### src/rtl/disp_irq_pkg.sv
package disp_irq_pkg;
  localparam int NUM_WIN = 5;
  localparam int CTRL_W  = 15;
  localparam int NUM_SRC = 3;

  typedef enum logic [1:0] {
    FRM_NONE  = 2'b00,
    FRM_BP    = 2'b01,
    FRM_SYNC  = 2'b10,
    FRM_FP    = 2'b11
  } frm_sel_e;

  typedef enum logic [2:0] {
    LVL_Q1    = 3'b000,
    LVL_HALF  = 3'b001,
    LVL_Q3    = 3'b010,
    LVL_EMPTY = 3'b011,
    LVL_FULL  = 3'b100
  } lvl_sel_e;

  typedef struct packed {
    frm_sel_e    frm_sel;    // [14:13]
    logic        frm_en;     // [12]
    logic [6:0]  mask_raw;   // [11:5]
    logic [2:0]  lvl_sel;    // [4:2]
    logic        fifo_en;    // [1]
    logic        master_en;  // [0]
  } ctrl_t;

  localparam int SRC_FIFO = 0;
  localparam int SRC_FRM  = 1;
  localparam int SRC_DONE = 2;

  // raw mask bits 2,3 (control 7,8) are reserved
  function automatic logic [NUM_WIN-1:0] win_mask(input logic [6:0] raw);
    return {raw[6], raw[5], raw[4], raw[1], raw[0]};
  endfunction
endpackage

### src/rtl/disp_irq_ctrl.sv
module disp_irq_ctrl
  import disp_irq_pkg::*;
(
  input  logic              clk_i,
  input  logic              rst_ni,
  input  logic              we_i,
  input  logic [CTRL_W-1:0] wdata_i,
  output ctrl_t             ctrl_o
);
  ctrl_t ctrl_q;

  always_ff @(posedge clk_i or negedge rst_ni) begin
    if (!rst_ni)   ctrl_q <= '0;
    else if (we_i) ctrl_q <= ctrl_t'(wdata_i);
  end

  assign ctrl_o = ctrl_q;
endmodule

### src/rtl/disp_irq_frm.sv
module disp_irq_frm
  import disp_irq_pkg::*;
(
  input  logic     en_i,
  input  frm_sel_e sel_i,
  input  logic     vbp_i,
  input  logic     vsync_i,
  input  logic     vfp_i,
  output logic     hit_o
);
  logic strobe;

  always_comb begin
    unique case (sel_i)
      FRM_BP:   strobe = vbp_i;
      FRM_SYNC: strobe = vsync_i;
      FRM_FP:   strobe = vfp_i;
      default:  strobe = 1'b0;
    endcase
  end

  assign hit_o = en_i & strobe;
endmodule

### src/rtl/disp_irq_fifo_det.sv
module disp_irq_fifo_det
  import disp_irq_pkg::*;
#(
  parameter int FIFO_DEPTH = 64,
  parameter int OCC_W      = $clog2(FIFO_DEPTH + 1)
) (
  input  logic                     clk_i,
  input  logic                     rst_ni,
  input  logic                     en_i,
  input  logic [2:0]               lvl_sel_i,
  input  logic [6:0]               mask_raw_i,
  input  logic [NUM_WIN*OCC_W-1:0] occ_i,
  output logic                     rise_o
);
  localparam int CW = OCC_W + 3;
  localparam logic [CW-1:0] D1 = CW'(FIFO_DEPTH);
  localparam logic [CW-1:0] D3 = CW'(3 * FIFO_DEPTH);

  logic [NUM_WIN-1:0] mask;
  logic [NUM_WIN-1:0] match;
  logic               hit, hit_q;
  logic               unused_rsvd;

  assign mask        = win_mask(mask_raw_i);
  assign unused_rsvd = ^mask_raw_i[3:2];

  for (genvar w = 0; w < NUM_WIN; w++) begin : g_win
    logic [OCC_W-1:0] occ;
    logic [CW-1:0]    occ_x1, occ_x2, occ_x4;
    logic             met;

    assign occ    = occ_i[w*OCC_W +: OCC_W];
    assign occ_x1 = CW'(occ);
    assign occ_x2 = occ_x1 << 1;
    assign occ_x4 = occ_x1 << 2;

    always_comb begin
      unique case (lvl_sel_i)
        LVL_Q1:    met = (occ_x4 <= D1);
        LVL_HALF:  met = (occ_x2 <= D1);
        LVL_Q3:    met = (occ_x4 <= D3);
        LVL_EMPTY: met = (occ_x1 == '0);
        LVL_FULL:  met = (occ_x1 == D1);
        default:   met = 1'b0;
      endcase
    end

    assign match[w] = mask[w] & met;
  end

  assign hit = en_i & (|match);

  always_ff @(posedge clk_i or negedge rst_ni) begin
    if (!rst_ni) hit_q <= 1'b0;
    else         hit_q <= hit;
  end

  assign rise_o = hit & ~hit_q;
endmodule

### src/rtl/disp_irq_pend.sv
module disp_irq_pend
  import disp_irq_pkg::*;
(
  input  logic               clk_i,
  input  logic               rst_ni,
  input  logic [NUM_SRC-1:0] set_i,
  input  logic               clr_we_i,
  input  logic [NUM_SRC-1:0] clr_i,
  output logic [NUM_SRC-1:0] pend_o
);
  logic [NUM_SRC-1:0] pend_q, clr_eff;

  assign clr_eff = clr_we_i ? clr_i : '0;

  // set overrides a same-cycle clear
  always_ff @(posedge clk_i or negedge rst_ni) begin
    if (!rst_ni) pend_q <= '0;
    else         pend_q <= (pend_q & ~clr_eff) | set_i;
  end

  assign pend_o = pend_q;
endmodule

### src/rtl/disp_irq_unit.sv
module disp_irq_unit
  import disp_irq_pkg::*;
#(
  parameter int  FIFO_DEPTH = 64,
  localparam int OCC_W      = $clog2(FIFO_DEPTH + 1)
) (
  input  logic                     clk_i,
  input  logic                     rst_ni,
  input  logic                     ctrl_we_i,
  input  logic [CTRL_W-1:0]        ctrl_wdata_i,
  input  logic                     pend_clr_we_i,
  input  logic [NUM_SRC-1:0]       pend_clr_i,
  input  logic                     vbp_i,
  input  logic                     vsync_i,
  input  logic                     vfp_i,
  input  logic [NUM_WIN*OCC_W-1:0] fifo_occ_i,
  input  logic                     i80_done_i,
  output logic [NUM_SRC-1:0]       pend_o,
  output logic                     irq_o
);
  ctrl_t              ctrl;
  logic               master_en, frm_en, fifo_en;
  logic               frm_hit, fifo_rise;
  logic [NUM_SRC-1:0] set_vec;

  disp_irq_ctrl u_ctrl (
    .clk_i   (clk_i),
    .rst_ni  (rst_ni),
    .we_i    (ctrl_we_i),
    .wdata_i (ctrl_wdata_i),
    .ctrl_o  (ctrl)
  );

  assign master_en = ctrl.master_en;
  assign frm_en    = ctrl.frm_en;
  assign fifo_en   = ctrl.fifo_en;

  disp_irq_frm u_frm (
    .en_i    (frm_en),
    .sel_i   (ctrl.frm_sel),
    .vbp_i   (vbp_i),
    .vsync_i (vsync_i),
    .vfp_i   (vfp_i),
    .hit_o   (frm_hit)
  );

  disp_irq_fifo_det #(
    .FIFO_DEPTH (FIFO_DEPTH),
    .OCC_W      (OCC_W)
  ) u_fifo (
    .clk_i      (clk_i),
    .rst_ni     (rst_ni),
    .en_i       (fifo_en),
    .lvl_sel_i  (ctrl.lvl_sel),
    .mask_raw_i (ctrl.mask_raw),
    .occ_i      (fifo_occ_i),
    .rise_o     (fifo_rise)
  );

  always_comb begin
    set_vec           = '0;
    set_vec[SRC_FIFO] = fifo_rise;
    set_vec[SRC_FRM]  = frm_hit;
    set_vec[SRC_DONE] = i80_done_i;
  end

  disp_irq_pend u_pend (
    .clk_i    (clk_i),
    .rst_ni   (rst_ni),
    .set_i    (set_vec),
    .clr_we_i (pend_clr_we_i),
    .clr_i    (pend_clr_i),
    .pend_o   (pend_o)
  );

  assign irq_o = master_en & (|pend_o);
endmodule

### config.mk
export PLATFORM = sky130hd
export DESIGN_NAME = disp_irq_unit
export DESIGN_NICKNAME = d
export VERILOG_FILES = /design/src/rtl/disp_irq_pkg.sv /design/src/rtl/disp_irq_ctrl.sv /design/src/rtl/disp_irq_frm.sv /design/src/rtl/disp_irq_fifo_det.sv /design/src/rtl/disp_irq_pend.sv /design/src/rtl/disp_irq_unit.sv
export SDC_FILE = /design/constraint.sdc
export NUM_CORES = 1
export LEC_CHECK = 0
export BUFFER_PORTS_ARGS = -buffer_cell sky130_fd_sc_hd__buf_2
export CORE_ASPECT_RATIO = 0.9
export CORE_UTILIZATION = 46
export DETAILED_ROUTE_END_ITERATION = 16
export GPL_TIMING_DRIVEN = 1
export PLACE_DENSITY = 0.83
export SYNTH_ARGS = -nofsm -noshare
export SYNTH_HDL_FRONTEND = slang
export SYNTH_SLANG_ARGS = --single-unit
### constraint.sdc
create_clock -name clk_i -period 2.6 [get_ports clk_i]
set_input_delay 0.52 -clock clk_i [delete_from_list [all_inputs] [get_ports clk_i]]
set_output_delay 0.52 -clock clk_i [all_outputs]
set_load 0.03 [all_outputs]
# [Yosys cells after proc, flatten, opt, wreduce, memory -nomap -nowiden]
# Index checks and enable logic that the tools add are counted.
# W data, S select, Z words.
[totals] regBits=19 in_bits=61 out_inout_bits=4 wordCells=63
[classes] order_cmp=15 n_eq_ne=12 n_mux=7 bitwise=13 n_reduce_logical=8
[ops] cell="$logic_not A10 Y1" n=5
[ops] cell="$le A9 B7 Y1 const B" n=5
[ops] cell="$le A9 B8 Y1 const B" n=5
[ops] cell="$le A8 B7 Y1 const B" n=5
[ops] cell="$eq A7 B7 Y1 const B" n=5
[ops] cell="$pmux W1 S5" n=5
[ops] cell="$and A1 B1 Y1" n=9
[ops] cell="$eq A3 B2 Y1 const B" n=2
[ops] cell="$reduce_or A5 Y1" n=1
[ops] cell="$eq A2 B2 Y1 const B" n=2
[ops] cell="$and A3 B3 Y3" n=1
[ops] cell="$eq A3 B1 Y1 const B" n=1
[ops] cell="$eq A3 B3 Y1 const B" n=1
[ops] cell="$logic_not A3 Y1" n=1
[ops] cell="$mux W3" n=1
[ops] cell="$not A3 Y3" n=1
[ops] cell="$or A3 B3 Y3" n=1
[ops] cell="$pmux W1 S3" n=1
[ops] cell="$reduce_or A3 Y1" n=1
[ops] cell="$eq A2 B1 Y1 const B" n=1
[ops] cell="$not A1 Y1" n=1

# [Logic depth before layout (Yosys ltp)]
[logic_depth] word_depth=7 mapped_depth=7 mapped_depth_nobuf=6

# [Hierarchy]
# From an unflattened synthesis, not the netlist that was laid out.
[hier_totals] cells_unflattened=122 area_unflattened_um2=1317.5
[modules_own_cells] module="disp_irq_ctrl" n_inst=1 cells_each=32 area_each_um2=613.1 seq_area_each_um2=375.4
[modules_own_cells] module="disp_irq_fifo_det" n_inst=1 cells_each=76 area_each_um2=555.5 seq_area_each_um2=25.0
[modules_own_cells] module="disp_irq_pend" n_inst=1 cells_each=9 area_each_um2=108.9 seq_area_each_um2=75.1
[modules_own_cells] module="disp_irq_frm" n_inst=1 cells_each=4 area_each_um2=31.3 seq_area_each_um2=0.0
[modules_own_cells] module="disp_irq_unit" n_inst=1 cells_each=1 area_each_um2=8.8 seq_area_each_um2=0.0

# [Worst setup path after synthesis]
# No wires, ideal clock.
[synth_timing] kind="input to register" from="input fifo_occ_i[7]" to="register u_pend.pend_q[0] (netlist: u_pend.pend_o[0])" setup_ps=92 arrival_time_ps=1934 required_ps=2508 path_slack_ps=574 cell_stages=6 path_buffers=0 path_cell_list="or4_4 -> a22o_1 -> a2111oi_2 -> o31a_1 -> nor4_1 -> o31ai_2"
[synth_between] elab_chain_len=7 elab_cells_between_ends=11 classes_between="order compare: 3; eq/ne: 1; mux: 1; bitwise: 4; reduce/logical: 2"
[synth_rtl] item="start, declared" line="disp_irq_unit.sv:16" source="input logic [NUM_WIN*OCC_W-1:0] fifo_occ_i,"
[synth_rtl] item="$le A9 B8 Y1, or another cell as far along" line="disp_irq_fifo_det.sv:41" source="LVL_Q3: met = (occ_x4 <= D3);"
[synth_rtl] item="$pmux W1 S5 *" line="disp_irq_fifo_det.sv:38" source="unique case (lvl_sel_i)"
[synth_rtl] item="$and A1 B1 Y1 *" line="disp_irq_fifo_det.sv:48" source="assign match[w] = mask[w] & met;"
[synth_rtl] item="$reduce_or A5 Y1 *" line="disp_irq_fifo_det.sv:51" source="assign hit = en_i & (|match);"
[synth_rtl] item="$and A1 B1 Y1 *" line="disp_irq_fifo_det.sv:51"
[synth_rtl] item="$and A1 B1 Y1 *" line="disp_irq_fifo_det.sv:58" source="assign rise_o = hit & ~hit_q;"
[synth_rtl] item="$or A3 B3 Y3 *" line="disp_irq_pend.sv:18" source="else pend_q <= (pend_q & ~clr_eff) | set_i;"
[synth_rtl] item="end signal, assigned" line="disp_irq_pend.sv:18"
[synth_rtl] item="end, declared" line="disp_irq_pend.sv:11" source="logic [NUM_SRC-1:0] pend_q, clr_eff;"
# Every way passes the cells marked *; elsewhere a longest branch is shown, timed or not.
# A chain may end at the register's enable or synchronous reset.

# [Worst setup path in the final report]
[layout_timing] from="register u_ctrl.ctrl_q, in the netlist u_ctrl.ctrl_o[3]" to="register u_pend.pend_q[0] (netlist: u_pend.pend_o[0])"
[layout_between] elab_chain_len=7 elab_cells_between_ends=19 classes_between="eq/ne: 4; mux: 5; bitwise: 8; reduce/logical: 2"
[layout_rtl] item="start, declared" line="disp_irq_ctrl.sv:10" source="ctrl_t ctrl_q;"
[layout_rtl] item="start signal, assigned" line="disp_irq_ctrl.sv:14" source="else if (we_i) ctrl_q <= ctrl_t'(wdata_i);"
[layout_rtl] item="$eq A3 B3 Y1, or another cell as far along" line="disp_irq_fifo_det.sv:38"
[layout_rtl] item="$pmux W1 S5" line="disp_irq_fifo_det.sv:38"
[layout_rtl] item="$and A1 B1 Y1" line="disp_irq_fifo_det.sv:48"
[layout_rtl] item="$reduce_or A5 Y1 *" line="disp_irq_fifo_det.sv:51"
[layout_rtl] item="$and A1 B1 Y1 *" line="disp_irq_fifo_det.sv:51"
[layout_rtl] item="$and A1 B1 Y1 *" line="disp_irq_fifo_det.sv:58"
[layout_rtl] item="$or A3 B3 Y3 *" line="disp_irq_pend.sv:18"
# Marks and branches as above.

==> impl_metrics.tcl <==
set metrics [dict create \
    classification_of_the_worst_setup_path "register to register" \
    clock_power_share_pct 21.2 \
    routabilityCongestion 0.8024 \
    totalPowerFinal_w 0.0006594 \
    postSynth.asyncResetShare_pct 100.0 \
    floorplan.core_area_um2 2222 \
    cts_resized 0 \
    p_per_area_nw_per_um2 452.0 \
    clkSlewWorstSetupHoldPaths_ns 0.09 \
    clock_tree.buffer_depth 2 \
    setup-tns-final_ns 0 \
    startpoint_class "register" \
    critical_path.n_buffers_inverters 1 \
    fraction_of_final_layout_cells_with_drive_strength_greater_than_1_pct 44.51 \
    cts_tree "built" \
    intPower_w 0.0004471 \
    synth.area.mux_share_pct 11.15 \
    detail_route.iter0.violations 21 \
    timing.final.crit_share_pct 80.06 \
    synth_top_cell_area_share_pct 38.29 \
    simple_gate_portion_of_the_synthesized_area_pct 20.50 \
    layout_commonest_cell "buf_2" \
    insertedDiodeCount 0 \
    grt_antenna_before_repair 0 \
    rsz0062_at_grt "false" \
    slew_violations 0 \
    clock-sinks 17 \
    clock.fmax_mhz 480.4 \
    cpLargestDelayFamily "compound AO/OA/AOI/OAI gates" \
    most-common-layout-cells "buf_2 (62), dfrtp_1 (17), nand2_1 (13)" \
    sequentialPowerShare_pct 49.8 \
    fillerInstances 201 \
    antenna_violating_nets_post_route 0 \
    cellLeakagePower_nw 0.6687 \
    cts_max_level 1 \
    gr-usage-all-layers_pct 23.41 \
    drt_drc_violations_left 0 \
    synth_area_in_adders_pct 0 \
    cts_setup_buffers 0 \
    drt-pass1-iter-count 4 \
    power.switching_fraction_pct 32.20 \
    gr-usage-met3_pct 3.145 \
    setup_viol 0 \
    post_drt_wl_per_cell_um 13.63 \
    combPwrFrac_pct 28.9 \
    timing.critical_path.slowest_stage_cell "dfrtp_1" \
    reg2reg_setup_slack_ns 0.52 \
    synthDistinctLibCells 43 \
    clock_insertion_delay_worst_skew_ns 0.29 \
    part_of_the_yosys_area_used_for_sequential_elements_pct 38.29 \
    core.rowCount 16 \
    timing.critical_path.arrival_ns 2.29 \
    timing.reg2reg.worst_path_depth 6 \
    start_util_pct 50.00 \
    grt_use_met1_pct 26.51 \
    timing.final.hold_violations 0 \
    cts_made_buffers 3 \
    synth-xor-area-share_pct 0.7883 \
    vias 1193 \
    postRouteWirelength_mm 2.849 \
    syn_inst_count 121 \
    timing.critical_path.slowest_cell_delay_ns 0.63 \
    r2r-start "u_ctrl.ctrl_o[3]" \
    grt_start_max_net_pins 18 \
    hold_buffers 0 \
    hold_class "input pin to async pin" \
    yosys_most_used_dff "dfrtp_1" \
    cap_violations 0 \
    number_of_synthesized_flops_with_an_enable_pin 0 \
    first_pass_grt_wire_length_mm 4.560 \
    dpl.hpwl_mm 2.299 \
    max_slew_margin_pct 60.09 \
    synth-seq-cells 17 \
    worst_ir_drop_vdd_v 0.0003815 \
    path_cells "clkinv_1, a22o_1, a2111oi_2, o31a_1, nor4_1, o31ai_2" \
    global_route.overflow_total 0 \
    synth_area_leaders "dfrtp_1 (38%), mux2_2 (11%), nand2_1 (4.4%)" \
    status "completed" \
    timing.critical_path.fanout_max 14 \
    globalRoute.busiestLayer "met2" \
    critPathRequiredTime_ns 2.80 \
    first_global_vias 1166 \
    chip_width_um 53.81 \
    finalWorstPathRequiredPeriod_ns 2.082 \
    vias_per_cell 5.708 \
    p_switching_w 0.0002123 \
    finish.net_count 244 \
    largest_family_of_logic_cells_by_synthesized_area "compound AO/OA/AOI/OAI gates" \
    cts-root-buf "clkbuf_4" \
    io-pin-count 65 \
    netlist.top_cell.by_area "dfrtp_1" \
    syn-cell-area_um2 1111 \
    net_count_after_synthesis 182 \
    die_ht_um 48.63 \
    timing.rr.end "u_pend.pend_o[0]" \
    slew_worst_pin_ns 0.5973 \
    final.setup_skew_ns 0.004052 \
    synthesized_area_fraction_occupied_by_ao_oa_aoi_and_oai_cells_pct 25.90 \
    end_kind "register" \
    postSynthAreaPerCell_um2 9.182 \
    die-area_um2 2616 \
    synth-warning-count 0 \
    gr-usage-met2_pct 42.59 \
    numPortBuffers 62 \
    layout-area-overhead-vs-synth_pct 31.31 \
]
power groups by stage:
stage | clock network, W | registers [W] | logic, W
2_1_floorplan | 0 | 0.000333 | 0.000105
3_3_place_gp | 0 | 0.000331 | 0.000182
3_5_place_dp | 0 | 0.000333 | 0.000191
4_1_cts | 0.000145 | 0.000328 | 0.000191
5_1_grt | 0.000155 | 0.000334 | 0.000210
6_report | 0.000140 | 0.000329 | 0.000191
layout make-up:
type                    instances  area (um2)  area share (%)
multi-input cells              95       648.1           44.43
well taps                      27       33.78           2.316
flip-flops and latches         17       425.4           29.16
inverters                       4       15.01           1.029
repair buffers                 62       310.3           21.27
clock buffers                   4       26.28           1.801
logic make-up (layout without fill, tap and decap cells):
logic type	Yosys count	in the layout
AOI/OAI and AO/OA	41	41
xor gates and xnor gates	1	1
and+or+nand+nor	42	42
buffers and inverters	9	70
muxes	11	11
DFF	17	17
worst max-delay path by stage:
stage               slack [ns]  cells past startpoint          endpoint        startpoint
finish                    0.52                      6  u_pend.pend_o[0]  u_ctrl.ctrl_o[3]
global route              0.35                      6      u_fifo.hit_q  u_ctrl.ctrl_o[2]
CTS                       0.54                      6      u_fifo.hit_q  u_ctrl.ctrl_o[2]
detailed placement        0.35                      7  u_pend.pend_o[0]     fifo_occ_i[7]
global placement          0.42                      7  u_pend.pend_o[0]     fifo_occ_i[7]
floorplan                 0.57                      6  u_pend.pend_o[0]     fifo_occ_i[7]
synthesized netlist by cell type (2+ instances only):
master and instances:
or4_1 2, nor3b_1 2, o31a_1 3, a22o_1 2, o21ai_0 9, nand2b_1 5, nor2b_1 2, nand2_1 13
nor4_1 3, nor3_1 2, a21o_1 2, nor2_1 6, mux2_2 11, inv_1 2, a21oi_1 8, dfrtp_1 17
o211ai_1 2, or3_1 2, a31oi_1 2, buf_2 3
worst reg2reg max path, stage by stage, from the launching register on:
cell	delay, ns
dfrtp_1	0.63
clkinv_1	0.30
a22o_1	0.29
a2111oi_2	0.29
o31a_1	0.19
nor4_1	0.07
o31ai_2	0.23
state kept, by name, summed over array words and instances, names as in the netlist:
signal         flops
u_fifo.hit_q       1
u_pend.pend_o      3
u_ctrl.ctrl_o     13
routing by layer:
metal | up-vias | part of all wire [%]
met5 | - | 0
met4 | 0 | 0.77
met3 | 4 | 6.3
met2 | 45 | 52
met1 | 564 | 41
li1 | 580 | -
stage by stage:
step / hold WS, ns / instance area [um2] / util (%) / std cells / worst slack, ns
2_1_floorplan: 0.2244 / 1111 / - / 121 / 0.5742
3_3_place_gp: 0.4518 / 1433 / 64.47 / 205 / 0.4163
3_5_place_dp: 0.4580 / 1433 / 64.47 / 205 / 0.3541
4_1_cts: 0.1304 / 1459 / 65.65 / 209 / 0.5430
5_1_grt: 0.1332 / 1459 / 65.65 / 209 / 0.3534
6_report: 0.1254 / 1459 / 65.65 / 209 / 0.5184
No activity file was read; power rests on OpenSTA's default activity.
